**src/rtl/pbus_pkg.sv**
```systemverilog
package pbus_pkg;

    typedef enum logic [1:0] {
        OP_INDEX = 2'd0,
        OP_WRITE = 2'd1,
        OP_READ  = 2'd2
    } op_e;

    typedef enum logic [1:0] {
        PH_IDLE   = 2'd0,
        PH_SETUP  = 2'd1,
        PH_STROBE = 2'd2,
        PH_HOLD   = 2'd3
    } phase_e;

    // Default phase lengths in clocks
    localparam int RD_ADDR_DEF = 30;
    localparam int RD_DATA_DEF = 30;
    localparam int WR_ADDR_DEF = 3;
    localparam int WR_DATA_DEF = 3;

    // Request kind to operation: bit 1 selects read, else bit 0 selects data
    function automatic op_e decode_kind(logic [1:0] kind);
        if (kind[1])      return OP_READ;
        else if (kind[0]) return OP_WRITE;
        else              return OP_INDEX;
    endfunction

endpackage

```
**src/rtl/pbus_timer.sv**
```systemverilog
module pbus_timer #(
    parameter int TW = 8
) (
    input  logic          clk,
    input  logic          rst,
    input  logic          load_i,
    input  logic [TW-1:0] val_i,
    output logic          last_o
);

    logic [TW-1:0] cnt_q;

    // A zero setting is clamped to one cycle
    always_ff @(posedge clk) begin
        if (rst)
            cnt_q <= '0;
        else if (load_i)
            cnt_q <= (val_i == '0) ? TW'(1) : val_i;
        else if (cnt_q != '0)
            cnt_q <= cnt_q - TW'(1);
    end

    assign last_o = (cnt_q == TW'(1));

    // a freshly loaded phase always lasts at least one cycle
    a_r3_load_nonzero: assert property (@(posedge clk) disable iff (rst)
        load_i |=> (cnt_q != '0));

endmodule

```
**src/rtl/pbus_seq.sv**
```systemverilog
module pbus_seq
    import pbus_pkg::*;
#(
    parameter int DW = 16,
    parameter int TW = 8
) (
    input  logic          clk,
    input  logic          rst,
    input  logic          accept_i,
    input  op_e           op_i,
    input  logic [DW-1:0] wdata_i,
    input  logic [TW-1:0] acyc_i,
    input  logic [TW-1:0] dcyc_i,
    input  logic          tmr_last_i,
    output logic          tmr_load_o,
    output logic [TW-1:0] tmr_val_o,
    output logic          ready_o,
    output logic          done_o,
    output logic [DW-1:0] rdata_o,
    output logic          cs_n_o,
    output logic          rs_o,
    output logic          wr_n_o,
    output logic          rd_n_o,
    output logic [DW-1:0] dout_o,
    output logic          oe_o,
    input  logic [DW-1:0] din_i
);

    typedef struct packed {
        op_e           op;
        logic [DW-1:0] wdata;
        logic [TW-1:0] dcyc;
    } cmd_t;

    phase_e        phase_q, phase_d;
    cmd_t          cmd_q;
    logic [DW-1:0] rdata_q;
    logic          is_read;

    assign is_read = (cmd_q.op == OP_READ);

    always_comb begin
        phase_d    = phase_q;
        tmr_load_o = 1'b0;
        tmr_val_o  = acyc_i;
        case (phase_q)
            PH_IDLE: if (accept_i) begin
                phase_d    = PH_SETUP;
                tmr_load_o = 1'b1;
            end
            PH_SETUP: if (tmr_last_i) begin
                phase_d    = PH_STROBE;
                tmr_load_o = 1'b1;
                tmr_val_o  = cmd_q.dcyc;
            end
            PH_STROBE: if (tmr_last_i) phase_d = PH_HOLD;
            default:   phase_d = PH_IDLE;
        endcase
    end

    always_ff @(posedge clk) begin
        if (rst) begin
            phase_q <= PH_IDLE;
            cmd_q   <= '0;
            rdata_q <= '0;
        end else begin
            phase_q <= phase_d;
            if (accept_i && phase_q == PH_IDLE)
                cmd_q <= '{op: op_i, wdata: wdata_i, dcyc: dcyc_i};
            if (phase_q == PH_STROBE && tmr_last_i && is_read)
                rdata_q <= din_i;
        end
    end

    assign ready_o = (phase_q == PH_IDLE);
    assign done_o  = (phase_q == PH_HOLD);
    assign cs_n_o  = (phase_q == PH_IDLE);
    assign rs_o    = (cmd_q.op != OP_INDEX);
    assign wr_n_o  = !(phase_q == PH_STROBE && !is_read);
    assign rd_n_o  = !(phase_q == PH_STROBE && is_read);
    assign oe_o    = (phase_q != PH_IDLE) && !is_read;
    assign dout_o  = cmd_q.wdata;
    assign rdata_o = rdata_q;

    // never both strobes low
    a_r4_single_strobe: assert property (@(posedge clk) disable iff (rst)
        !(!wr_n_o && !rd_n_o));

    // a strobe is only ever low inside a chip-select window
    a_r4_strobe_in_cs: assert property (@(posedge clk) disable iff (rst)
        (!wr_n_o || !rd_n_o) |-> !cs_n_o);

    // the cycle after a strobe rises is a hold cycle with done
    a_r5_hold_after_strobe: assert property (@(posedge clk) disable iff (rst)
        $rose(wr_n_o && rd_n_o) |-> (!cs_n_o && done_o));

    // done is a single pulse followed by ready
    a_r8_done_then_ready: assert property (@(posedge clk) disable iff (rst)
        done_o |=> (ready_o && !done_o));

    // acceptance starts a busy bus cycle
    a_r8_accept_busy: assert property (@(posedge clk) disable iff (rst)
        accept_i |=> (!ready_o && !cs_n_o));

    // register select is steady across a chip-select window
    a_r2_rs_stable: assert property (@(posedge clk) disable iff (rst)
        (!cs_n_o && !$past(cs_n_o)) |-> $stable(rs_o));

    // read result only moves in the done cycle
    a_r7_rdata_update: assert property (@(posedge clk) disable iff (rst)
        !$stable(rdata_o) |-> done_o);

endmodule

```
**src/rtl/pbus_if.sv**
```systemverilog
module pbus_if
    import pbus_pkg::*;
#(
    parameter int DW = 16,
    parameter int TW = 8
) (
    input  logic          clk,
    input  logic          rst,
    input  logic          req_valid,
    input  logic [1:0]    req_kind,
    input  logic [DW-1:0] req_wdata,
    input  logic [TW-1:0] rd_addr_cyc,
    input  logic [TW-1:0] rd_data_cyc,
    input  logic [TW-1:0] wr_addr_cyc,
    input  logic [TW-1:0] wr_data_cyc,
    output logic          req_ready,
    output logic          done,
    output logic [DW-1:0] rdata,
    output logic          bus_cs_n,
    output logic          bus_rs,
    output logic          bus_wr_n,
    output logic          bus_rd_n,
    output logic [DW-1:0] bus_dout,
    output logic          bus_oe,
    input  logic [DW-1:0] bus_din
);

    op_e           req_op;
    logic          accept;
    logic [TW-1:0] sel_acyc, sel_dcyc;
    logic          tmr_load, tmr_last;
    logic [TW-1:0] tmr_val;

    assign req_op   = decode_kind(req_kind);
    assign accept   = req_valid && req_ready;
    assign sel_acyc = (req_op == OP_READ) ? rd_addr_cyc : wr_addr_cyc;
    assign sel_dcyc = (req_op == OP_READ) ? rd_data_cyc : wr_data_cyc;

    pbus_timer #(.TW(TW)) timer_i (
        .clk    (clk),
        .rst    (rst),
        .load_i (tmr_load),
        .val_i  (tmr_val),
        .last_o (tmr_last)
    );

    pbus_seq #(.DW(DW), .TW(TW)) seq_i (
        .clk        (clk),
        .rst        (rst),
        .accept_i   (accept),
        .op_i       (req_op),
        .wdata_i    (req_wdata),
        .acyc_i     (sel_acyc),
        .dcyc_i     (sel_dcyc),
        .tmr_last_i (tmr_last),
        .tmr_load_o (tmr_load),
        .tmr_val_o  (tmr_val),
        .ready_o    (req_ready),
        .done_o     (done),
        .rdata_o    (rdata),
        .cs_n_o     (bus_cs_n),
        .rs_o       (bus_rs),
        .wr_n_o     (bus_wr_n),
        .rd_n_o     (bus_rd_n),
        .dout_o     (bus_dout),
        .oe_o       (bus_oe),
        .din_i      (bus_din)
    );

    // a request is taken only when idle
    a_r9_accept_idle: assert property (@(posedge clk) disable iff (rst)
        (req_valid && !req_ready) |=> $stable(bus_rs) || bus_cs_n);

endmodule

```
**config.mk**
```make
export PLATFORM = sky130hd
export DESIGN_NAME = pbus_if
export DESIGN_NICKNAME = d
export VERILOG_FILES = /design/src/rtl/pbus_pkg.sv /design/src/rtl/pbus_timer.sv /design/src/rtl/pbus_seq.sv /design/src/rtl/pbus_if.sv
export SDC_FILE = /design/constraint.sdc
export NUM_CORES = 1
export LEC_CHECK = 0
export BUFFER_PORTS_ARGS = -buffer_cell sky130_fd_sc_hd__buf_2
export CAP_MARGIN = 0
export CORE_MARGIN = 2
export CORE_UTILIZATION = 45
export CTS_BUF_LIST = sky130_fd_sc_hd__clkbuf_4
export CTS_CLUSTER_DIAMETER = 40
export DETAILED_ROUTE_END_ITERATION = 6
export GPL_TIMING_DRIVEN = 0
export PLACE_DENSITY = 0.76
export SLEW_MARGIN = 30
export SYNTH_ARGS = -nofsm -noshare
export SYNTH_HDL_FRONTEND = slang
export SYNTH_SLANG_ARGS = --single-unit
```
**constraint.sdc**
```tcl
create_clock -name clk -period 2 [get_ports clk]
set_input_delay 0.2 -clock clk [delete_from_list [all_inputs] [get_ports clk]]
set_output_delay 0.2 -clock clk [all_outputs]
set_load 0.02 [all_outputs]
```
=== Word level (Yosys, flattened, before mapping) ===
Index checks and enable logic that the tools add are counted.

* $add $sub $neg: 1
* Equal/unequal tests: 9
* Multiplexer cells: 16
* Reduce and logical (&&, ||, !) cells: 17

{| class="wikitable"
|+ Operators with widths
! operator !! number
|-
| $mux W8 || 7
|-
| $eq A2 B2 Y1 const B || 4
|-
| $eq A8 B1 Y1 const B || 1
|-
| $logic_not A8 Y1 || 1
|-
| $mux W2 || 4
|-
| $reduce_bool A8 Y1 || 1
|-
| $sub A8 B1 Y8 const B || 1
|-
| $logic_and A1 B1 Y1 || 7
|-
| $ne A2 B1 Y1 const B || 3
|-
| $pmux W2 S3 || 1
|-
| $reduce_bool A2 Y1 || 3
|-
| $logic_not A1 Y1 || 3
|-
| $mux W1 || 3
|-
| $reduce_and A3 Y1 || 1
|-
| $eq A2 B1 Y1 const B || 1
|-
| $logic_not A2 Y1 || 1
|-
| $pmux W1 S2 || 1
|}

* Bits in registers: 52
* Input bits: 69
* Output and inout port bits: 39
* Word-level logic and storage cells: 49

=== Longest topological paths before layout ===
* Depth after elaboration: 9
* Gate-level depth with buffers: 8
* Gate-level depth less buffers: 6

=== By module ===
Synthesis repeated with hierarchy kept, for this count alone.

* Cell total of the unflattened synthesis: 314
* Area, all modules: 2637.5 µm²

{| class="wikitable"
|+ Modules (own cells, without submodules)
! module !! instances !! cells an instance !! area an instance (µm²) !! sequential area each (µm²)
|-
| pbus_seq || 1 || 237 || 1880.6 || 880.8
|-
| pbus_timer || 1 || 57 || 496.7 || 160.2
|-
| pbus_if || 1 || 20 || 260.2 || 0.0
|}

=== Least setup slack after synthesis ===
No wires, ideal clock.

* Path type: reg-to-reg
* Start: register seq_i.phase_q[1]
* End: register timer_i.cnt_q[2]
* Library setup time: 0.138 ns
* Data arrival time: 1.642 ns
* Data required time: 1.862 ns
* Slack: 0.219 ns
* Stages on the path, launching flop included: 9
* Buffers on the path: 2
* Period minus slack after synthesis: 1.781 ns
* Cell sequence: dfxtp_1 -> inv_1 -> ha_1 -> and2_1 -> clkbuf_1 -> clkbuf_1 -> nand2_1 -> o211ai_1 -> a21oi_1

* Cells in the longest elaborated chain, start to end: 5
* Elaborated cells on any way between the ends: 10
* Classes of those cells: 1 x eq/ne; 5 x mux; 4 x reduce/logical

{| class="wikitable"
|+ Ends and longest elaborated chain
! what !! RTL line !! text
|-
| start, declared || pbus_seq.sv:35 || <nowiki>phase_e phase_q, phase_d;</nowiki>
|-
| start signal, assigned || pbus_seq.sv:67 || <nowiki>phase_q <= phase_d;</nowiki>
|-
| $logic_not A2 Y1 (*) || -- ||
|-
| net bus_cs_n || pbus_if.sv:19 || <nowiki>output logic bus_cs_n,</nowiki>
|-
| $logic_and A1 B1 Y1 || pbus_if.sv:35 || <nowiki>assign accept = req_valid && req_ready;</nowiki>
|-
| $mux W1 || pbus_seq.sv:47 || <nowiki>PH_IDLE: if (accept_i) begin</nowiki>
|-
| $pmux W1 S2 (*) || pbus_seq.sv:46 || <nowiki>case (phase_q)</nowiki>
|-
| $mux W8 / $reduce_bool A2 Y1 (equally long branches) || -- ||
|-
| end signal, assigned || pbus_timer.sv:18 || <nowiki>cnt_q <= (val_i == '0) ? TW'(1) : val_i;</nowiki>
|-
| end signal, assigned || pbus_timer.sv:20 || <nowiki>cnt_q <= cnt_q - TW'(1);</nowiki>
|-
| end, declared || pbus_timer.sv:11 || <nowiki>logic [TW-1:0] cnt_q;</nowiki>
|}

Mark *: on every way through the listed nets, which the timed path passes. The rest lies on a longest branch.
A chain may end at the register's enable or synchronous reset.

=== Final worst setup path ===
* Start: register timer_i.cnt_q[1]
* End: register timer_i.cnt_q[7]

* Cells in the longest elaborated chain, start to end: 6
* Elaborated cells on any way between the ends: 12
* Classes of those cells: 1 x add/sub; 1 x eq/ne; 7 x mux; 3 x reduce/logical

{| class="wikitable"
|+ Ends and longest elaborated chain
! what !! RTL line !! text
|-
| $eq A8 B1 Y1 || pbus_timer.sv:23 || <nowiki>assign last_o = (cnt_q == TW'(1));</nowiki>
|-
| $mux W8 || pbus_seq.sv:51 || <nowiki>PH_SETUP: if (tmr_last_i) begin</nowiki>
|-
| $mux W8 || pbus_seq.sv:46 ||
|-
| $logic_not A8 Y1 || pbus_timer.sv:18 ||
|-
| $mux W8 || pbus_timer.sv:18 ||
|-
| $mux W8 || pbus_timer.sv:17 || <nowiki>else if (load_i)</nowiki>
|}

Several ways; a longest one is shown, not always the timed one. The select of a mux whose other input is x is not followed.

==> impl_metrics.ini <==
[status]
status = finished clean

[floorplanning]
fp.dieArea_sq_um = 6450
std_cell_rows = 27
start_util_pct = 47.0
die_y_um = 80.3
die_x_um = 80.3
io-pin-count = 108
coreArea_sq_um = 5570

[worst_hold_path]
hold_start = req_wdata[15]
hp-class = in -> reg
hold_depth = 3
min_to = seq_i.dout_o[15]

[route]
viasPerCell = 5.14
antenna_left = 0
wirelength_mm = 6.32
dr_total_vias = 2515
wl_per_cell_um = 12.9
drt_iter0_markers = 143
first_pass_iters = 4
drc = 0

[grt]
grt_max_degree = 16
track_usage_pct = 20.5
grt_pass1_wl_mm = 10.4
grt_pass1_vias = 2365
antenna_found_initial = 0
gr-total-overflow = 0

[layout]
fin_cells = 489
area_growth_syn_to_layout_pct = 27.5
drive_gt1_share_pct = 36.2
nNetsFinal = 491
utilization_pct = 60.0
antenna_cells = 0

[worst_setup_path]
rrSetupSlack_ps = 90
rr_endpoint = timer_i.cnt_q[7]
startpoint_type = flop
path_class = reg -> reg
r2r-start = timer_i.cnt_q[1]
arrival_ps = 2210
cp.required_ps = 2310
end_kind = flop
reg2reg_depth = 7
worst-path-max-fanout = 5

[timing]
rsz0062_at_grt = yes
tightest_slew_ps = 573
hold_violations = 0
setup_viol = 0
finalClockSkew_ps = 5.81
max_freq_mhz = 525
fin_crit_sh_pct = 95.3
final.min_clock_period_ps = 1910
slew_violations = 0
tns_ps = 0
timing.slew.headroom_pct = 61.8

[flow_run]
maxCapViolCount = 0

[power]
internal_power_mw = 2.19
swShare_pct = 41.0
clkPwrFrac_pct = 12.6
p_seq_share_pct = 38.5
power.switching_mw = 1.52
power_density_nw_per_um2 = 1110
irDropWorstVdd_uv = 629
p_leak_nw = 1.67
power_frac_comb_pct = 48.8

[synthesis]
ys_warn_count = 0
synth_edf_count = 0
async_reset_ff_share_pct = 0
synth_cells = 301
synthesis.nets = 376
synth_flop_cell = dfxtp_1
ys_ff_latch = 52
ys_types = 46
avgSynthCellArea_sq_um = 8.71
syn_area_sq_um = 2620
synth_seq_area_share_pct = 39.7

[place]
place_inst = 480
dp_hpwl_mm = 5.04
port_buffers = 107
gp_congestion = 0.871

[clock_tree]
cts_sinks = 52
cts_tree = built
clk_pin_slew_ps = 140
cts_buffers = 5
clkLatencyLatePin_ps = 360
clockBufferDepth = 2
cts_max_level = 2
root_buffer = clkbuf_4
[placed cells by master (no fill, tap or decap), drive strengths merged, types with 2 or more instances in the layout]
cell    synthesis  routed
dfxtp          52      52
o21ai           6       6
mux2i          32      32
nor4            4       4
nand2          47      47
a31oi           3       3
nor3b           3       3
xnor2           3       3
nor2           29      29
or4             2       2
o211ai          5       5
ha              6       6
nand3           6       6
inv             5       5
nand2b          2       2
a211oi         12      12
nor3            3       3
buf            21     130
clkbuf         15      20
a21oi          24      24
[logic make-up (layout without fill, tap and decap cells)]
group	count (synthesis)	count (layout)	synth area share, %
compound gates	59	59	14.4
simple gates	106	106	20.2
flops	52	52	39.7
buf+inv	41	157	8.83
mux	33	33	12.6
fa+ha+maj	6	6	2.86
xor+xnor	4	4	1.34
[area by class of cell]
type	count	area, sq um
Clock buffer	6	45.0
Clock inverter	2	11.3
Inverter	5	18.8
Fill cell	515	2230
Multi-Input combinational cell	208	1370
Tap cell	72	90.1
Sequential cell	52	1040
Buffer	35	213
Timing Repair Buffer	109	551
[metrics by stage]
stage	area, sq um	hold slack [ps]	setup slack [ps]	power (mW)
3_5_place_dp	3250	440	17.6	3.17
3_3_place_gp	3250	428	24.6	3.12
5_1_grt	3340	39.1	-63.0	4.00
4_1_cts	3310	41.5	25.7	3.66
6_report	3340	53.2	93.7	3.71
2_1_floorplan	2620	336	219	2.72
[repair_timing]
item,CTS,global route
setup endpoints to repair,3,32
hold buffers,0,0
pin swaps,0,1
gates resized for setup,3,8
buffers inserted,0,2
[layer usage]
layer | part of all wire, % | GRT usage [%] | up-vias | wire length (um)
li1 | - | - | 1267 | -
met1 | 43 | 23.6 | 1165 | 2720
met2 | 49 | 36.3 | 72 | 3130
met3 | 5.8 | 5.39 | 11 | 364
met4 | 1.8 | 7.29 | 0 | 113
met5 | 0 | 0 | - | 0
[worst max-delay path, cell delays in order, from the launching register on]
cell	delay (ps)
dfxtp_1	360
inv_1	100
ha_1	210
or3b_1	350
clkbuf_1	170
a2111oi_1	340
o21ai_0	180
a31oi_1	140
[power groups by stage]
stage               sequential, mW  combinational, mW  clock [mW]
finish                        1.43               1.81       0.469
global route                  1.47               2.01       0.521
CTS                           1.42               1.75       0.487
detailed placement            1.45               1.72           0
global placement              1.43               1.69           0
floorplan                     1.40               1.32           0
[worst max-delay path by stage]
stage / start / end / slack, ps
after floorplan: seq_i.phase_q[1] / timer_i.cnt_q[2] / 220
after global placement: seq_i.phase_q[1] / timer_i.cnt_q[0] / 20
after detailed placement: seq_i.phase_q[1] / timer_i.cnt_q[0] / 20
after CTS: seq_i.phase_q[1] / timer_i.cnt_q[0] / 30
after global routing: timer_i.cnt_q[1] / timer_i.cnt_q[7] / -60
final: timer_i.cnt_q[1] / timer_i.cnt_q[7] / 90
[flip-flops by register name (all words and copies together) (netlist names)]
| name | count |
|---|---|
| seq_i.phase_q | 2 |
| timer_i.cnt_q | 8 |
| seq_i.dout_o | 16 |
| seq_i.cmd_q | 10 |
| seq_i.rdata_o | 16 |
[Yosys cell counts (2+ instances only)]
cell	instances	area share, %
a31oi_1	3	0.72
nor3b_1	2	0.57
ha_1	6	2.9
nand2b_1	2	0.48
mux2i_1	32	12
nor3_1	3	0.57
nand2_1	47	6.7
nor2_1	29	4.2
xnor2_1	3	1.0
buf_2	2	0.38
nor4_1	3	0.72
o211ai_1	5	1.4
inv_1	5	0.72
clkbuf_1	15	2.1
a21oi_1	24	4.6
a211oi_1	12	3.4
o21ai_0	6	1.1
nand3_1	6	1.1
dfxtp_1	52	40
buf_4	18	5.2
Power figures use the tool's default switching activity.
